--- src/rtl/vrr_pkg.sv ---
package vrr_pkg;

  localparam int ADDR_W      = 3;
  localparam int N_LINE_REGS = 5;
  localparam int CTRL_EN_BIT  = 0;
  localparam int CTRL_FSD_LSB = 8;
  localparam int CTRL_GB_LSB  = 16;
  localparam int PUSH_EN_BIT   = 0;
  localparam int PUSH_SEND_BIT = 1;

  typedef enum logic [ADDR_W-1:0] {
    RA_CTRL = 3'd0,
    RA_VMIN = 3'd1,
    RA_VMAX = 3'd2,
    RA_FLIP = 3'd3,
    RA_PUSH = 3'd4,
    RA_VTOT = 3'd5,
    RA_VACT = 3'd6
  } reg_addr_e;

  // slot index of the line-valued registers -> register address
  function automatic logic [ADDR_W-1:0] slot_addr(int i);
    case (i)
      0:       return RA_VMIN;
      1:       return RA_VMAX;
      2:       return RA_FLIP;
      3:       return RA_VTOT;
      default: return RA_VACT;
    endcase
  endfunction

  // lines spent leaving blanking: guardband + (code+1) + 1
  function automatic int unsigned exit_len(int unsigned gb, int unsigned fsd_code);
    return gb + fsd_code + 2;
  endfunction

  // earliest exit line: max(flip, vmin+1) - exit length
  function automatic int unsigned first_exit(int unsigned flip_m1, int unsigned vmin_m1,
                                             int unsigned elen);
    int unsigned flip_l;
    int unsigned vmin_l;
    flip_l = flip_m1 + 1;
    vmin_l = vmin_m1 + 2;
    return ((flip_l > vmin_l) ? flip_l : vmin_l) - elen;
  endfunction

  // forced exit line: vmax - exit length
  function automatic int unsigned last_exit(int unsigned vmax_m1, int unsigned elen);
    return vmax_m1 + 1 - elen;
  endfunction

endpackage

--- src/rtl/vrr_push.sv ---
module vrr_push (
  input  logic clk,
  input  logic rst_n,
  input  logic wr_push,
  input  logic wdata_en,
  input  logic wdata_send,
  input  logic consume,
  output logic push_en,
  output logic push_send
);

  always_ff @(posedge clk) begin
    if (!rst_n) begin
      push_en   <= 1'b0;
      push_send <= 1'b0;
    end else begin
      if (wr_push) push_en <= wdata_en;
      if (consume)
        push_send <= 1'b0;
      else if (wr_push)
        push_send <= wdata_en & (wdata_send | push_send);
    end
  end

endmodule

--- src/rtl/vrr_regs.sv ---
module vrr_regs
  import vrr_pkg::*;
#(
  parameter int LINE_W      = 12,
  parameter int DATA_W      = 32,
  parameter int GB_W        = 8,
  parameter int DEF_VTOTAL  = 20,
  parameter int DEF_VACTIVE = 16
) (
  input  logic              clk,
  input  logic              rst_n,
  input  logic              wr,
  input  logic [ADDR_W-1:0] addr,
  input  logic [DATA_W-1:0] wdata,
  input  logic              latch,
  input  logic              push_en,
  input  logic              push_send,
  output logic [DATA_W-1:0] rdata,
  output logic              act_en,
  output logic [GB_W-1:0]   act_gb,
  output logic [1:0]        act_fsd,
  output logic [LINE_W-1:0] act_vmin_m1,
  output logic [LINE_W-1:0] act_vmax_m1,
  output logic [LINE_W-1:0] act_flip_m1,
  output logic [LINE_W-1:0] act_vtotal_m1,
  output logic [LINE_W-1:0] act_vactive
);

  logic [N_LINE_REGS-1:0][LINE_W-1:0] pend_v;
  logic [N_LINE_REGS-1:0][LINE_W-1:0] act_v;

  for (genvar g = 0; g < N_LINE_REGS; g++) begin : g_slot
    localparam int RV = (g == 3) ? DEF_VTOTAL - 1 : (g == 4) ? DEF_VACTIVE : 0;
    logic [LINE_W-1:0] pend_r;
    logic [LINE_W-1:0] act_r;
    always_ff @(posedge clk) begin
      if (!rst_n) begin
        pend_r <= LINE_W'(RV);
        act_r  <= LINE_W'(RV);
      end else begin
        if (wr && addr == slot_addr(g)) pend_r <= wdata[LINE_W-1:0];
        if (latch) act_r <= pend_r;
      end
    end
    assign pend_v[g] = pend_r;
    assign act_v[g]  = act_r;
  end

  logic            pend_en;
  logic [GB_W-1:0] pend_gb;
  logic [1:0]      pend_fsd;

  always_ff @(posedge clk) begin
    if (!rst_n) begin
      pend_en  <= 1'b0;
      pend_gb  <= '0;
      pend_fsd <= '0;
      act_en   <= 1'b0;
      act_gb   <= '0;
      act_fsd  <= '0;
    end else begin
      if (wr && addr == RA_CTRL) begin
        pend_en  <= wdata[CTRL_EN_BIT];
        pend_fsd <= wdata[CTRL_FSD_LSB +: 2];
        pend_gb  <= wdata[CTRL_GB_LSB +: GB_W];
      end
      if (latch) begin
        act_en  <= pend_en;
        act_gb  <= pend_gb;
        act_fsd <= pend_fsd;
      end
    end
  end

  always_comb begin
    rdata = '0;
    if (addr == RA_CTRL) begin
      rdata[CTRL_EN_BIT]           = pend_en;
      rdata[CTRL_FSD_LSB +: 2]     = pend_fsd;
      rdata[CTRL_GB_LSB +: GB_W]   = pend_gb;
    end
    if (addr == RA_PUSH) begin
      rdata[PUSH_EN_BIT]   = push_en;
      rdata[PUSH_SEND_BIT] = push_send;
    end
    for (int i = 0; i < N_LINE_REGS; i++)
      if (addr == slot_addr(i)) rdata = DATA_W'(pend_v[i]);
  end

  assign act_vmin_m1   = act_v[0];
  assign act_vmax_m1   = act_v[1];
  assign act_flip_m1   = act_v[2];
  assign act_vtotal_m1 = act_v[3];
  assign act_vactive   = act_v[4];

endmodule

--- src/rtl/vrr_line_seq.sv ---
module vrr_line_seq
  import vrr_pkg::*;
#(
  parameter int LINE_W = 12,
  parameter int GB_W   = 8
) (
  input  logic              clk,
  input  logic              rst_n,
  input  logic              line_tick,
  input  logic              cfg_en,
  input  logic [GB_W-1:0]   cfg_gb,
  input  logic [1:0]        cfg_fsd,
  input  logic [LINE_W-1:0] vmin_m1,
  input  logic [LINE_W-1:0] vmax_m1,
  input  logic [LINE_W-1:0] flip_m1,
  input  logic [LINE_W-1:0] vtotal_m1,
  input  logic [LINE_W-1:0] vactive,
  input  logic              push_pend,
  output logic [LINE_W-1:0] line_count,
  output logic              vblank,
  output logic              frame_start,
  output logic              reg_latch,
  output logic              exit_go,
  output logic              vrr_frame,
  output logic [LINE_W-1:0] win_lo,
  output logic [LINE_W-1:0] win_hi
);

  logic [LINE_W-1:0] line_q;
  logic [LINE_W-1:0] end_q;
  logic              exiting_q;
  logic              vrr_q;

  logic [LINE_W-1:0] nxt;
  logic [LINE_W-1:0] elen;
  logic              vrr_fs;
  logic              fix_fs;
  logic              fix_latch;

  always_comb begin
    nxt    = line_q + 1'b1;
    elen   = LINE_W'(exit_len(32'(cfg_gb), 32'(cfg_fsd)));
    win_lo = LINE_W'(first_exit(32'(flip_m1), 32'(vmin_m1), 32'(elen)));
    win_hi = LINE_W'(last_exit(32'(vmax_m1), 32'(elen)));
  end

  // decisions are taken on the line being entered
  assign exit_go   = line_tick && vrr_q && !exiting_q && (nxt >= win_lo) &&
                     (push_pend || nxt >= win_hi);
  assign vrr_fs    = line_tick && vrr_q && exiting_q && (line_q >= end_q);
  assign fix_fs    = line_tick && !vrr_q && (line_q >= vtotal_m1);
  assign fix_latch = line_tick && !vrr_q && (nxt == vactive);

  assign frame_start = vrr_fs || fix_fs;
  assign reg_latch   = exit_go || fix_latch;

  always_ff @(posedge clk) begin
    if (!rst_n) begin
      line_q    <= '0;
      end_q     <= '0;
      exiting_q <= 1'b0;
      vrr_q     <= 1'b0;
    end else if (line_tick) begin
      if (frame_start) begin
        line_q    <= '0;
        exiting_q <= 1'b0;
        vrr_q     <= cfg_en;
      end else begin
        line_q <= nxt;
        if (exit_go) begin
          exiting_q <= 1'b1;
          end_q     <= nxt + elen - 1'b1;
        end
      end
    end
  end

  assign line_count = line_q;
  assign vblank     = line_q >= vactive;
  assign vrr_frame  = vrr_q;

endmodule

--- src/rtl/vrr_vtiming.sv ---
module vrr_vtiming
  import vrr_pkg::*;
#(
  parameter int LINE_W      = 12,
  parameter int DATA_W      = 32,
  parameter int GB_W        = 8,
  parameter int DEF_VTOTAL  = 20,
  parameter int DEF_VACTIVE = 16
) (
  input  logic              clk,
  input  logic              rst_n,
  input  logic              line_tick,
  input  logic              reg_wr,
  input  logic [ADDR_W-1:0] reg_addr,
  input  logic [DATA_W-1:0] reg_wdata,
  output logic [DATA_W-1:0] reg_rdata,
  output logic [LINE_W-1:0] line_count,
  output logic              vblank,
  output logic              frame_start,
  output logic              reg_latch
);

  logic              act_en;
  logic [GB_W-1:0]   act_gb;
  logic [1:0]        act_fsd;
  logic [LINE_W-1:0] act_vmin_m1;
  logic [LINE_W-1:0] act_vmax_m1;
  logic [LINE_W-1:0] act_flip_m1;
  logic [LINE_W-1:0] act_vtotal_m1;
  logic [LINE_W-1:0] act_vactive;
  logic              push_en;
  logic              push_send;
  logic              push_pend;
  logic              push_consume;
  logic              exit_go;
  logic              vrr_frame;
  logic [LINE_W-1:0] win_lo;
  logic [LINE_W-1:0] win_hi;
  logic              wr_push;

  assign wr_push      = reg_wr && reg_addr == RA_PUSH;
  assign push_pend    = push_en && push_send;
  assign push_consume = exit_go && push_pend;

  vrr_regs #(
    .LINE_W(LINE_W), .DATA_W(DATA_W), .GB_W(GB_W),
    .DEF_VTOTAL(DEF_VTOTAL), .DEF_VACTIVE(DEF_VACTIVE)
  ) u_regs (
    .clk(clk), .rst_n(rst_n), .wr(reg_wr), .addr(reg_addr), .wdata(reg_wdata),
    .latch(reg_latch), .push_en(push_en), .push_send(push_send), .rdata(reg_rdata),
    .act_en(act_en), .act_gb(act_gb), .act_fsd(act_fsd),
    .act_vmin_m1(act_vmin_m1), .act_vmax_m1(act_vmax_m1), .act_flip_m1(act_flip_m1),
    .act_vtotal_m1(act_vtotal_m1), .act_vactive(act_vactive)
  );

  vrr_push u_push (
    .clk(clk), .rst_n(rst_n), .wr_push(wr_push),
    .wdata_en(reg_wdata[PUSH_EN_BIT]), .wdata_send(reg_wdata[PUSH_SEND_BIT]),
    .consume(push_consume), .push_en(push_en), .push_send(push_send)
  );

  vrr_line_seq #(.LINE_W(LINE_W), .GB_W(GB_W)) u_seq (
    .clk(clk), .rst_n(rst_n), .line_tick(line_tick),
    .cfg_en(act_en), .cfg_gb(act_gb), .cfg_fsd(act_fsd),
    .vmin_m1(act_vmin_m1), .vmax_m1(act_vmax_m1), .flip_m1(act_flip_m1),
    .vtotal_m1(act_vtotal_m1), .vactive(act_vactive), .push_pend(push_pend),
    .line_count(line_count), .vblank(vblank), .frame_start(frame_start),
    .reg_latch(reg_latch), .exit_go(exit_go), .vrr_frame(vrr_frame),
    .win_lo(win_lo), .win_hi(win_hi)
  );

endmodule

--- config.mk ---
export PLATFORM = sky130hd
export DESIGN_NAME = vrr_vtiming
export DESIGN_NICKNAME = d
export VERILOG_FILES = /design/src/rtl/vrr_pkg.sv /design/src/rtl/vrr_push.sv /design/src/rtl/vrr_regs.sv /design/src/rtl/vrr_line_seq.sv /design/src/rtl/vrr_vtiming.sv
export SDC_FILE = /design/constraint.sdc
export NUM_CORES = 1
export LEC_CHECK = 0
export BUFFER_PORTS_ARGS = -buffer_cell sky130_fd_sc_hd__buf_2
export CORE_ASPECT_RATIO = 0.8
export CORE_UTILIZATION = 45
export CTS_CLUSTER_DIAMETER = 30
export CTS_CLUSTER_SIZE = 16
export DETAILED_ROUTE_END_ITERATION = 8
export HOLD_SLACK_MARGIN = 0.02
export PLACE_DENSITY_LB_ADDON = 0.3
export SLEW_MARGIN = 20
export SYNTH_ARGS = -nofsm -noshare
export SYNTH_HDL_FRONTEND = slang
export SYNTH_SLANG_ARGS = --single-unit
export TNS_END_PERCENT = 30
--- constraint.sdc ---
create_clock -name clk -period 11.1 [get_ports clk]
set_clock_uncertainty 0.2 [all_clocks]
set_input_delay 3.33 -clock clk [delete_from_list [all_inputs] [get_ports clk]]
set_output_delay 3.33 -clock clk [all_outputs]
set_load 0.005 [all_outputs]
==> flow_summary_export.csv, run 1 <==
group,metric,value,unit
cells_and_area,nets,1638,
cells_and_area,register_area,3400,sq um
clock_tree,cts_tree,"yes",
place,hpwlAfterDp,23.2,mm
cells_and_area,multi_input_area,7280,sq um
drt,drt-pass1-iter-count,5,
die,dieArea,26200,sq um
global_route,grt_max_degree,89,
global_route,grt_first_pass_wirelength,51.5,mm
synthesis,synth.avg_cell_area,7.86,sq um
critical_path,slowest_stage,"o41a_1",
drt,wl,32.5,mm
critical_path,cp.arrival,6.71,ns
critical_path,critPathLaunch,"u_regs.act_flip_m1[2]$_SDFFE_PN0P_",
power,p_leak,5.05,nW
die,core_region_area,24700,sq um
place,postPlaceCellArea,11800,sq um
clock_tree,hold_buffers,0,
die,dieHeight,145,um
cells_and_area,layout-drive-gt1-share,8.39,%
flow_run,cap_violations,0,
clock_tree,post_cts_buffers,0,
sta,slew-limit-headroom,35.3,%
global_route,overflow,0,
die,start_util,46.6,%
synthesis,syn_inst,1466,
drt,drc,0,
critical_path,reg2reg_from,"u_regs.act_flip_m1[2]$_SDFFE_PN0P_",
power,powerDensity,107,nW/um^2
synthesis,yosys.area.top_type,"dfxtp_1",
power,peakVddDrop,0.000102,V
clock_tree,cts_buffer_depth,2,
sta,timing.fmax,0.0976,GHz
clock_tree,clk_pin_slew_worst_paths,0.07,ns
synthesis,synth_most_common_cell,"nand2_1",
status,status,"completed",
place,io_buffers,61,
drt,wire_per_inst,18.1,um
synthesis,ys_ff_latch,170,
hold_path,hold_class,"register to register",
sta,rsz0062_at_grt,"false",
synthesis,yosys_warnings,0,
clock_tree,cts_resized,0,
drt,drtIter0Drc,959,
sta,worstMarginPinSlew,0.970,ns
hold_path,min-delay-start,"u_seq.end_q[9]$_SDFFE_PN0P_",
clock_tree,clkLatencyLatePin,0.44,ns
cells_and_area,diodes,0,
synthesis,synth_edf_count,0,
place,place.gp.congestion,0.910,
synthesis,syn-cell-area,11500,sq um
die,io_pins,86,
cells_and_area,fin_util,50.2,%
synthesis,synth_common_cells,"205 x nand2_1, 185 x a21oi_1, 170 x dfxtp_1",
synthesis,ys_types,74,
drt,ant_nets,0,
global_route,grtUsageTotal,24.8,%
critical_path,crit_type,"register to primary output",
sta,tns,0,ns
die,die_w,181,um
drt,met2_length,13.7,mm
synthesis,async_reset_ff_share,0,%
synthesis,ys_seq_area_share,29.6,%
critical_path,crit_fanout,15,
sta,setup_violations,0,
synthesis,synth_area_leaders,"dfxtp_1 30%, ha_1 14%, a21oi_1 8.0%",
critical_path,max_stage_delay,0.63,ns
global_route,grt_pass1_vias,9514,
synthesis,yosys_most_used_dff,"dfxtp_1",
clock_tree,cts.sinks,170,
cells_and_area,fin_area,12400,sq um
clock_tree,cts_root_buf,"clkbuf_16",
drt,vias,10500,
sta,hold_violations,0,
cells_and_area,areaGrowthSynthToFinish,7.71,%
critical_path,crit_path_end_kind,"primary output",
cells_and_area,fillCellCount,2375,
drt,viasPerCell,5.82,
drt,met3WireLength,2.39,mm
global_route,antenna_found_initial,0,
critical_path,worstPathRequired,7.57,ns
synthesis,yosysTopAreaCellShare,29.6,%
clock_tree,cts_buffers,17,
sta,fin_crit,10.24,ns
drt,wirelength_met1,15.9,mm
critical_path,startpoint_type,"register",
die,num_rows,51,
sta,slew_viol_final,0,
clock_tree,cts.htree.levels,4,
sta,finalCritPeriodShare,92.3,%
drt,top_layer_used,"met4",
## cell families after synthesis
family / after synthesis / synth area share, %
buffers and inverters: 199 / 7.74
muxes: 23 / 2.30
and+or+nand+nor: 459 / 18.8
other: 2 / 0.0652
AOI/OAI and AO/OA: 402 / 20.6
adders and majority gates: 134 / 14.8
DFF: 170 / 29.6
xor gates and xnor gates: 77 / 6.10
## cell usage in the layout, fill, tap and decap left out, drive strengths merged, types with 14 or more instances in the layout
cell type and count:
nor2 34, dfxtp 170, nand3 110, inv 106, o21ai 105, xnor2 36, buf 68, clkbuf 19
nor3 19, conb 15, and2 20, xor2 39, nand2 205, a21oi 186, a21o 14, ha 130
## final timing paths
| check | endpoint | slack, ns | cells after the start |
|---|---|---|---|
| worst min register to register | u_seq.end_q[9]$_SDFFE_PN0P_ | 0.26 | 2 |
| worst min-delay path | u_seq.end_q[9]$_SDFFE_PN0P_ | 0.26 | 2 |
| worst max-delay path | reg_latch | 0.86 | 27 |
| worst max register to register | u_regs.act_fsd[0]$_SDFFE_PN0P_ | 3.72 | 28 |
## metrics by stage
stage / std cells / power (mW) / setup slack (ns) / hold WS, ns
after floorplan: 1479 / 0.701 / 2.01 / 0.232
after global placement: 1764 / 0.732 / 1.49 / 0.240
after detailed placement: 1764 / 0.733 / 1.46 / 0.248
after CTS: 1796 / 1.34 / 0.961 / 0.258
after global routing: 1796 / 1.38 / 0.411 / 0.283
final: 1796 / 1.33 / 0.856 / 0.261
## state kept, by name (all words and copies together) (netlist names), 12 cells and up
signal,cells
u_regs.act_vtotal_m1,12
u_regs.act_vactive,12
u_seq.end_q,12
u_regs.act_flip_m1,12
u_regs.g_slot.pend_r,60
u_regs.act_vmax_m1,12
u_regs.act_vmin_m1,12
u_seq.line_count,12
## where the power goes
part / leakage [nW] / internal [mW] / switching (mW)
clock: 0.293 / 0.326 / 0.285
combinational: 3.38 / 0.0327 / 0.0631
sequential: 1.37 / 0.616 / 0.00938
total: 5.05 / 0.975 / 0.357
## final cells by class
type / instances / area share [%]
multi-input combinational: 1110 / 58.7
sequential: 170 / 27.4
clock buffer: 19 / 3.57
tap: 318 / 3.21
inverter: 98 / 2.99
timing repair buffer: 68 / 2.88
clock inverter: 13 / 1.20
## metal layers
layer  track usage, %  up-vias
met5                0        -
met1             37.2     4934
met4             6.37        0
met3             4.57       35
li1                 -     5128
met2             35.8      362
## critical path: cells and delay by family, from the launching register on
kind | cells | cell delay [ns]
adders and majority gates | 3 | 0.92
AOI/OAI and AO/OA | 10 | 2.51
xor gates and xnor gates | 2 | 0.34
and+or+nand+nor | 9 | 1.51
muxes | 1 | 0.35
buffers and inverters | 2 | 0.22
DFF | 1 | 0.38
Note: power is estimated with default switching activity, not from simulation.
==> run 2: changes to the inputs <==
Settings changed: SYNTH_HIERARCHICAL set to 1.
==> run 2 against run 1 <==
- largest cell class unchanged
- via count decreased by 10%
- worst setup slack worse by 0.42 ns
- fmax is 4.0% lower
- critical endpoint unchanged
- final area increased by 2.4%
==> flow_summary_export.csv, run 2 <==
group,metric,value,unit
status,status,"completed",
global_route,grtUsageTotal,23.3,%
drt,ant_nets,0,
synthesis,synth.avg_cell_area,8.66,sq um
die,io_pins,86,
sta,fin_ws,0.435,ns
synthesis,syn-cell-area,11700,sq um
place,hpwlAfterDp,22.9,mm
place,place.gp.congestion,0.868,
place,io_buffers,61,
critical_path,slowest_stage,"o31ai_1",
cells_and_area,stdcell_count,1710,
drt,drt-pass1-iter-count,5,
power,switching_share,27.3,%
cells_and_area,register_area,3400,sq um
power,combPwrFrac,6.9,%
drt,vias,9373,
clock_tree,cts_buffer_depth,2,
sta,setup_violations,0,
cells_and_area,top_register,"u_regs/g_slot.pend_r",
die,num_rows,52,
cells_and_area,fillCellCount,2450,
power,switchingPower,0.359,mW
hold_path,hold_class,"register to register",
sta,timing.fmax,0.0938,GHz
clock_tree,clk_pin_slew_worst_paths,0.07,ns
clock_tree,cts_tree,"yes",
sta,hold_violations,0,
cells_and_area,final_common_cell,"nand2_1",
clock_tree,hold_buffers,0,
place,place_inst,1678,
sta,finalCritPeriodShare,96.1,%
critical_path,crit_top_cell,"ha_1",
global_route,antenna_found_initial,0,
place,dp_slack,0.942,ns
die,dieHeight,146,um
die,dieArea,26500,sq um
critical_path,crit_type,"register to primary output",
cells_and_area,areaGrowthSynthToFinish,9.03,%
drt,wire_per_inst,17.9,um
drt,viasPerCell,5.48,
sta,slew-limit-headroom,33.1,%
global_route,grt_max_degree,118,
global_route,grt_pass1_vias,8675,
power,total_power,1.32,mW
cells_and_area,diodes,0,
flow_run,cap_violations,0,
critical_path,max_stage_delay,0.47,ns
drt,drc,0,
critical_path,crit_fanout,15,
sta,worstMarginPinSlew,1.00,ns
critical_path,worstPathRequired,7.57,ns
clock_tree,post_cts_buffers,0,
clock_tree,clkLatencyLatePin,0.44,ns
clock_tree,cts_resized,0,
cells_and_area,layout-drive-gt1-share,11.0,%
synthesis,syn_inst,1345,
critical_path,cp.arrival,7.14,ns
sta,fin_hold_ws,0.262,ns
power,p_int,0.956,mW
power,pwr-share-seq,47.5,%
power,powerDensity,104,nW/um^2
cells_and_area,nets,1543,
die,core_region_area,25400,sq um
die,die_w,182,um
power,clockPowerShare,45.6,%
cells_and_area,largest_reg_flops,60,
place,postPlaceCellArea,12100,sq um
power,peakVddDrop,0.000103,V
clock_tree,cts.sinks,170,
global_route,overflow,0,
drt,drtIter0Drc,688,
sta,rsz0062_at_grt,"false",
cells_and_area,layout_common_cells,"187 x nand2_1, 170 x dfxtp_1, 127 x ha_1",
global_route,grt_first_pass_wirelength,48.2,mm
sta,fin_crit,10.67,ns
cells_and_area,multi_input_area,7500,sq um
critical_path,startpoint_type,"register",
sta,tns,0,ns
drt,wl,30.7,mm
critical_path,worst-r2r-cell-count,32,
sta,slew_viol_final,0,
clock_tree,cts_buffers,17,
critical_path,crit_path_end_kind,"primary output",
synthesis,yosys_warnings,6,
clock_tree,cts_root_buf,"clkbuf_16",
cells_and_area,fin_util,50.1,%
die,start_util,45.9,%
cells_and_area,fin_area,12700,sq um
clock_tree,cts.htree.levels,4,
power,p_leak,5.19,nW
hold_path,min_path_cells,2,
==> run 2: routing by layer <==
layer | track usage (%) | share of wire, % | wire length, um | vias to the layer above
met1 | 33.4 | 48 | 14700 | 4466
met5 | 0 | 0 | 0 | -
met4 | 5.76 | 1.3 | 386 | 0
met3 | 3.40 | 5.6 | 1730 | 27
met2 | 36.5 | 45 | 13800 | 214
li1 | - | - | - | 4666
==> run 2: power by group through the flow <==
| stage | Sequential, mW | Combinational [mW] | Clock (mW) |
|---|---|---|---|
| after floorplan | 0.635 | 0.0642 | 0 |
| after global placement | 0.639 | 0.0878 | 0 |
| after detailed placement | 0.639 | 0.0889 | 0 |
| after CTS | 0.625 | 0.0897 | 0.607 |
| after global routing | 0.626 | 0.100 | 0.633 |
| final | 0.625 | 0.0913 | 0.599 |
==> run 2: worst paths after layout <==
check | slack [ns] | to | start
max | 0.43 | reg_latch | u_regs/act_flip_m1[0]$_SDFFE_PN0P_
min | 0.26 | u_seq/vrr_frame$_SDFFE_PN0P_ | u_regs/act_en$_SDFFE_PN0P_
max reg2reg | 2.76 | u_regs/act_vmin_m1[4]$_SDFFE_PN0P_ | u_regs/act_flip_m1[0]$_SDFFE_PN0P_
min reg2reg | 0.26 | u_seq/vrr_frame$_SDFFE_PN0P_ | u_regs/act_en$_SDFFE_PN0P_
==> run 2: area by class of cell <==
type	count	share of cell area, %
clock buffers	17	3.35
well taps	324	3.19
flip-flops and latches	170	26.8
multi-input cells	1002	59.1
clock inverters	15	1.37
inverters	113	3.34
repair buffers	69	2.90
==> run 2: worst max-delay path: cells and delay by family (launching register included) <==
family	cells	cell delay (ns)
and+or+nand+nor	7	1.39
adders and majority gates	5	1.43
muxes	2	0.57
DFF	1	0.44
buffers and inverters	3	0.26
xor gates and xnor gates	2	0.58
AOI/OAI and AO/OA	10	2.04
==> run 3: changes to the inputs <==
Settings changed: ABC_AREA set to 1.
==> run 3 against run 2 <==
- register-to-register slack better by 0.77 ns
- sequential cell count unchanged
- synthesized cell count up 27%
- clock power up 3%
- worst setup slack better by 0.99 ns
- sequential power about the same
- synthesized area down 1.5%
==> flow_summary_export.csv, run 3 <==
group,metric,value,unit
place,hpwlAfterDp,24.4,mm
die,die_w,181,um
global_route,grt_max_degree,101,
cells_and_area,areaGrowthSynthToFinish,9.08,%
clock_tree,cts_root_buf,"clkbuf_16",
synthesis,syn-cell-area,11500,sq um
critical_path,startpoint_type,"register",
sta,tns,0,ns
drt,wl,32.7,mm
cells_and_area,final_common_cell,"nand2_1",
power,p_leak,6.21,nW
critical_path,worstPathRequired,7.57,ns
clock_tree,clk_pin_slew_worst_paths,0.07,ns
synthesis,yosys_warnings,6,
drt,viasPerCell,5.37,
clock_tree,cts.htree.levels,4,
synthesis,synth.avg_cell_area,6.70,sq um
place,place_inst,2040,
clock_tree,cts_tree,"yes",
global_route,grt_first_pass_wirelength,51.8,mm
die,dieArea,26100,sq um
cells_and_area,stdcell_count,2072,
clock_tree,clkLatencyLatePin,0.44,ns
global_route,met3_usage,4.93,%
cells_and_area,largest_reg_flops,60,
power,peakVddDrop,0.000153,V
sta,slew_viol_final,0,
sta,worstMarginPinSlew,0.905,ns
global_route,use_met1,35.8,%
global_route,grtUsageTotal,25.4,%
sta,timing.fmax,0.103,GHz
die,num_rows,51,
drt,drc,0,
sta,setup_violations,0,
cells_and_area,layout_common_cells,"364 x nand2_1, 239 x nor2_1, 218 x inv_1",
cells_and_area,diodes,0,
clock_tree,cts_resized,0,
flow_run,cap_violations,0,
critical_path,crit_fanout,16,
drt,ant_nets,0,
critical_path,max_stage_delay,0.44,ns
die,core_region_area,24700,sq um
cells_and_area,fin_area,12500,sq um
cells_and_area,layout-drive-gt1-share,8.55,%
clock_tree,cts_buffer_depth,2,
sta,fin_crit,9.68,ns
power,powerDensity,106,nW/um^2
cells_and_area,nets,1911,
global_route,grt_pass1_vias,9951,
place,postPlaceCellArea,11900,sq um
clock_tree,hold_buffers,0,
critical_path,cp.arrival,6.15,ns
sta,finalCritPeriodShare,87.2,%
clock_tree,cts_buffers,17,
critical_path,crit_path_end_kind,"primary output",
clock_tree,post_cts_buffers,0,
drt,drt-pass1-iter-count,6,
die,io_pins,86,
place,io_buffers,61,
critical_path,slowest_stage,"dfxtp_1",
global_route,antenna_found_initial,0,
critical_path,crit_top_cell,"nand2_1",
die,start_util,46.5,%
place,place.gp.congestion,0.896,
critical_path,crit_type,"register to primary output",
sta,hold_violations,0,
synthesis,syn_inst,1713,
global_route,met2_usage,39.2,%
sta,rsz0062_at_grt,"false",
drt,drtIter0Drc,1131,
hold_path,hold_class,"register to register",
die,dieHeight,145,um
cells_and_area,top_register,"u_regs/g_slot.pend_r",
sta,slew-limit-headroom,39.7,%
drt,vias,11100,
status,status,"completed",
drt,wire_per_inst,15.8,um
global_route,overflow,0,
global_route,busiest_layer,"met2",
sta,fin_hold_ws,0.260,ns
clock_tree,cts.sinks,170,
power,total_power,1.33,mW
## run 3: cell count changes in the layout (fill, tap and decap cells not counted), moves of 16 or more
| cell | before | now |
|---|---|---|
| a21o_1 | 22 | 3 |
| inv_1 | 113 | 218 |
| xnor2_1 | 45 | 10 |
| nor2_1 | 40 | 239 |
| mux2_2 | 16 | 0 |
| nand3_1 | 20 | 85 |
| mux2i_1 | 86 | 0 |
| o21ai_0 | 29 | 135 |
| nand2_1 | 187 | 364 |
| nand4_1 | 11 | 32 |
| a21boi_1 | 20 | 0 |
| a21oi_1 | 44 | 139 |
| nor2b_1 | 88 | 0 |
| a21boi_0 | 47 | 0 |
## run 3: stage by stage
| stage | setup slack (ns) | utilization [%] |
|---|---|---|
| after detailed placement | 1.97 | 48.2 |
| after CTS | 1.46 | 50.7 |
| after floorplan | 3.00 | - |
| final | 1.42 | 50.7 |
| after global routing | 0.826 | 50.7 |
| after global placement | 2.10 | 48.2 |
## run 3: metal layers
layer,up-vias,part of all wire [%],wire [um]
met1,5115,47,15500
li1,5553,-,-
met4,0,1.6,537
met3,34,8.3,2730
met5,-,0,0
met2,423,43,14000
## run 3: final timing paths
kind	to	start	slack [ns]	cells past startpoint
hold / removal	u_regs/act_vtotal_m1[4]$_SDFFE_PN1P_	u_regs/act_vtotal_m1[4]$_SDFFE_PN1P_	0.26	2
setup reg to reg	u_regs/act_flip_m1[0]$_SDFFE_PN0P_	u_regs/act_flip_m1[0]$_SDFFE_PN0P_	3.53	40
hold reg to reg	u_regs/act_vtotal_m1[4]$_SDFFE_PN1P_	u_regs/act_vtotal_m1[4]$_SDFFE_PN1P_	0.26	2
setup / recovery	reg_latch	u_regs/act_flip_m1[0]$_SDFFE_PN0P_	1.42	36
## run 3: layout make-up
class | instances | area, sq um
clock buffer | 18 | 439
clock inverter | 14 | 166
fill | 2443 | 12200
inverter | 229 | 860
multi-input combinational | 1258 | 6910
sequential | 170 | 3400
tap | 318 | 398
timing repair buffer | 65 | 338
## run 3: report_power, final
| part | leakage (nW) | internal [mW] | switching [mW] |
|---|---|---|---|
| clock | 0.298 | 0.329 | 0.288 |
| combinational | 4.54 | 0.0255 | 0.0596 |
| sequential | 1.37 | 0.618 | 0.00790 |
| total | 6.21 | 0.972 | 0.355 |
## run 3: critical path, delay by kind of cell (launching register included)
family                   cells  cell delay, ns
AO/OA/AOI/OAI                5            0.86
XOR/XNOR                     1            0.28
adder cells (fa/ha/maj)      5            1.41
buffers and inverters        4            0.49
flip-flops                   1            0.44
AND/OR/NAND/NOR             21            2.22
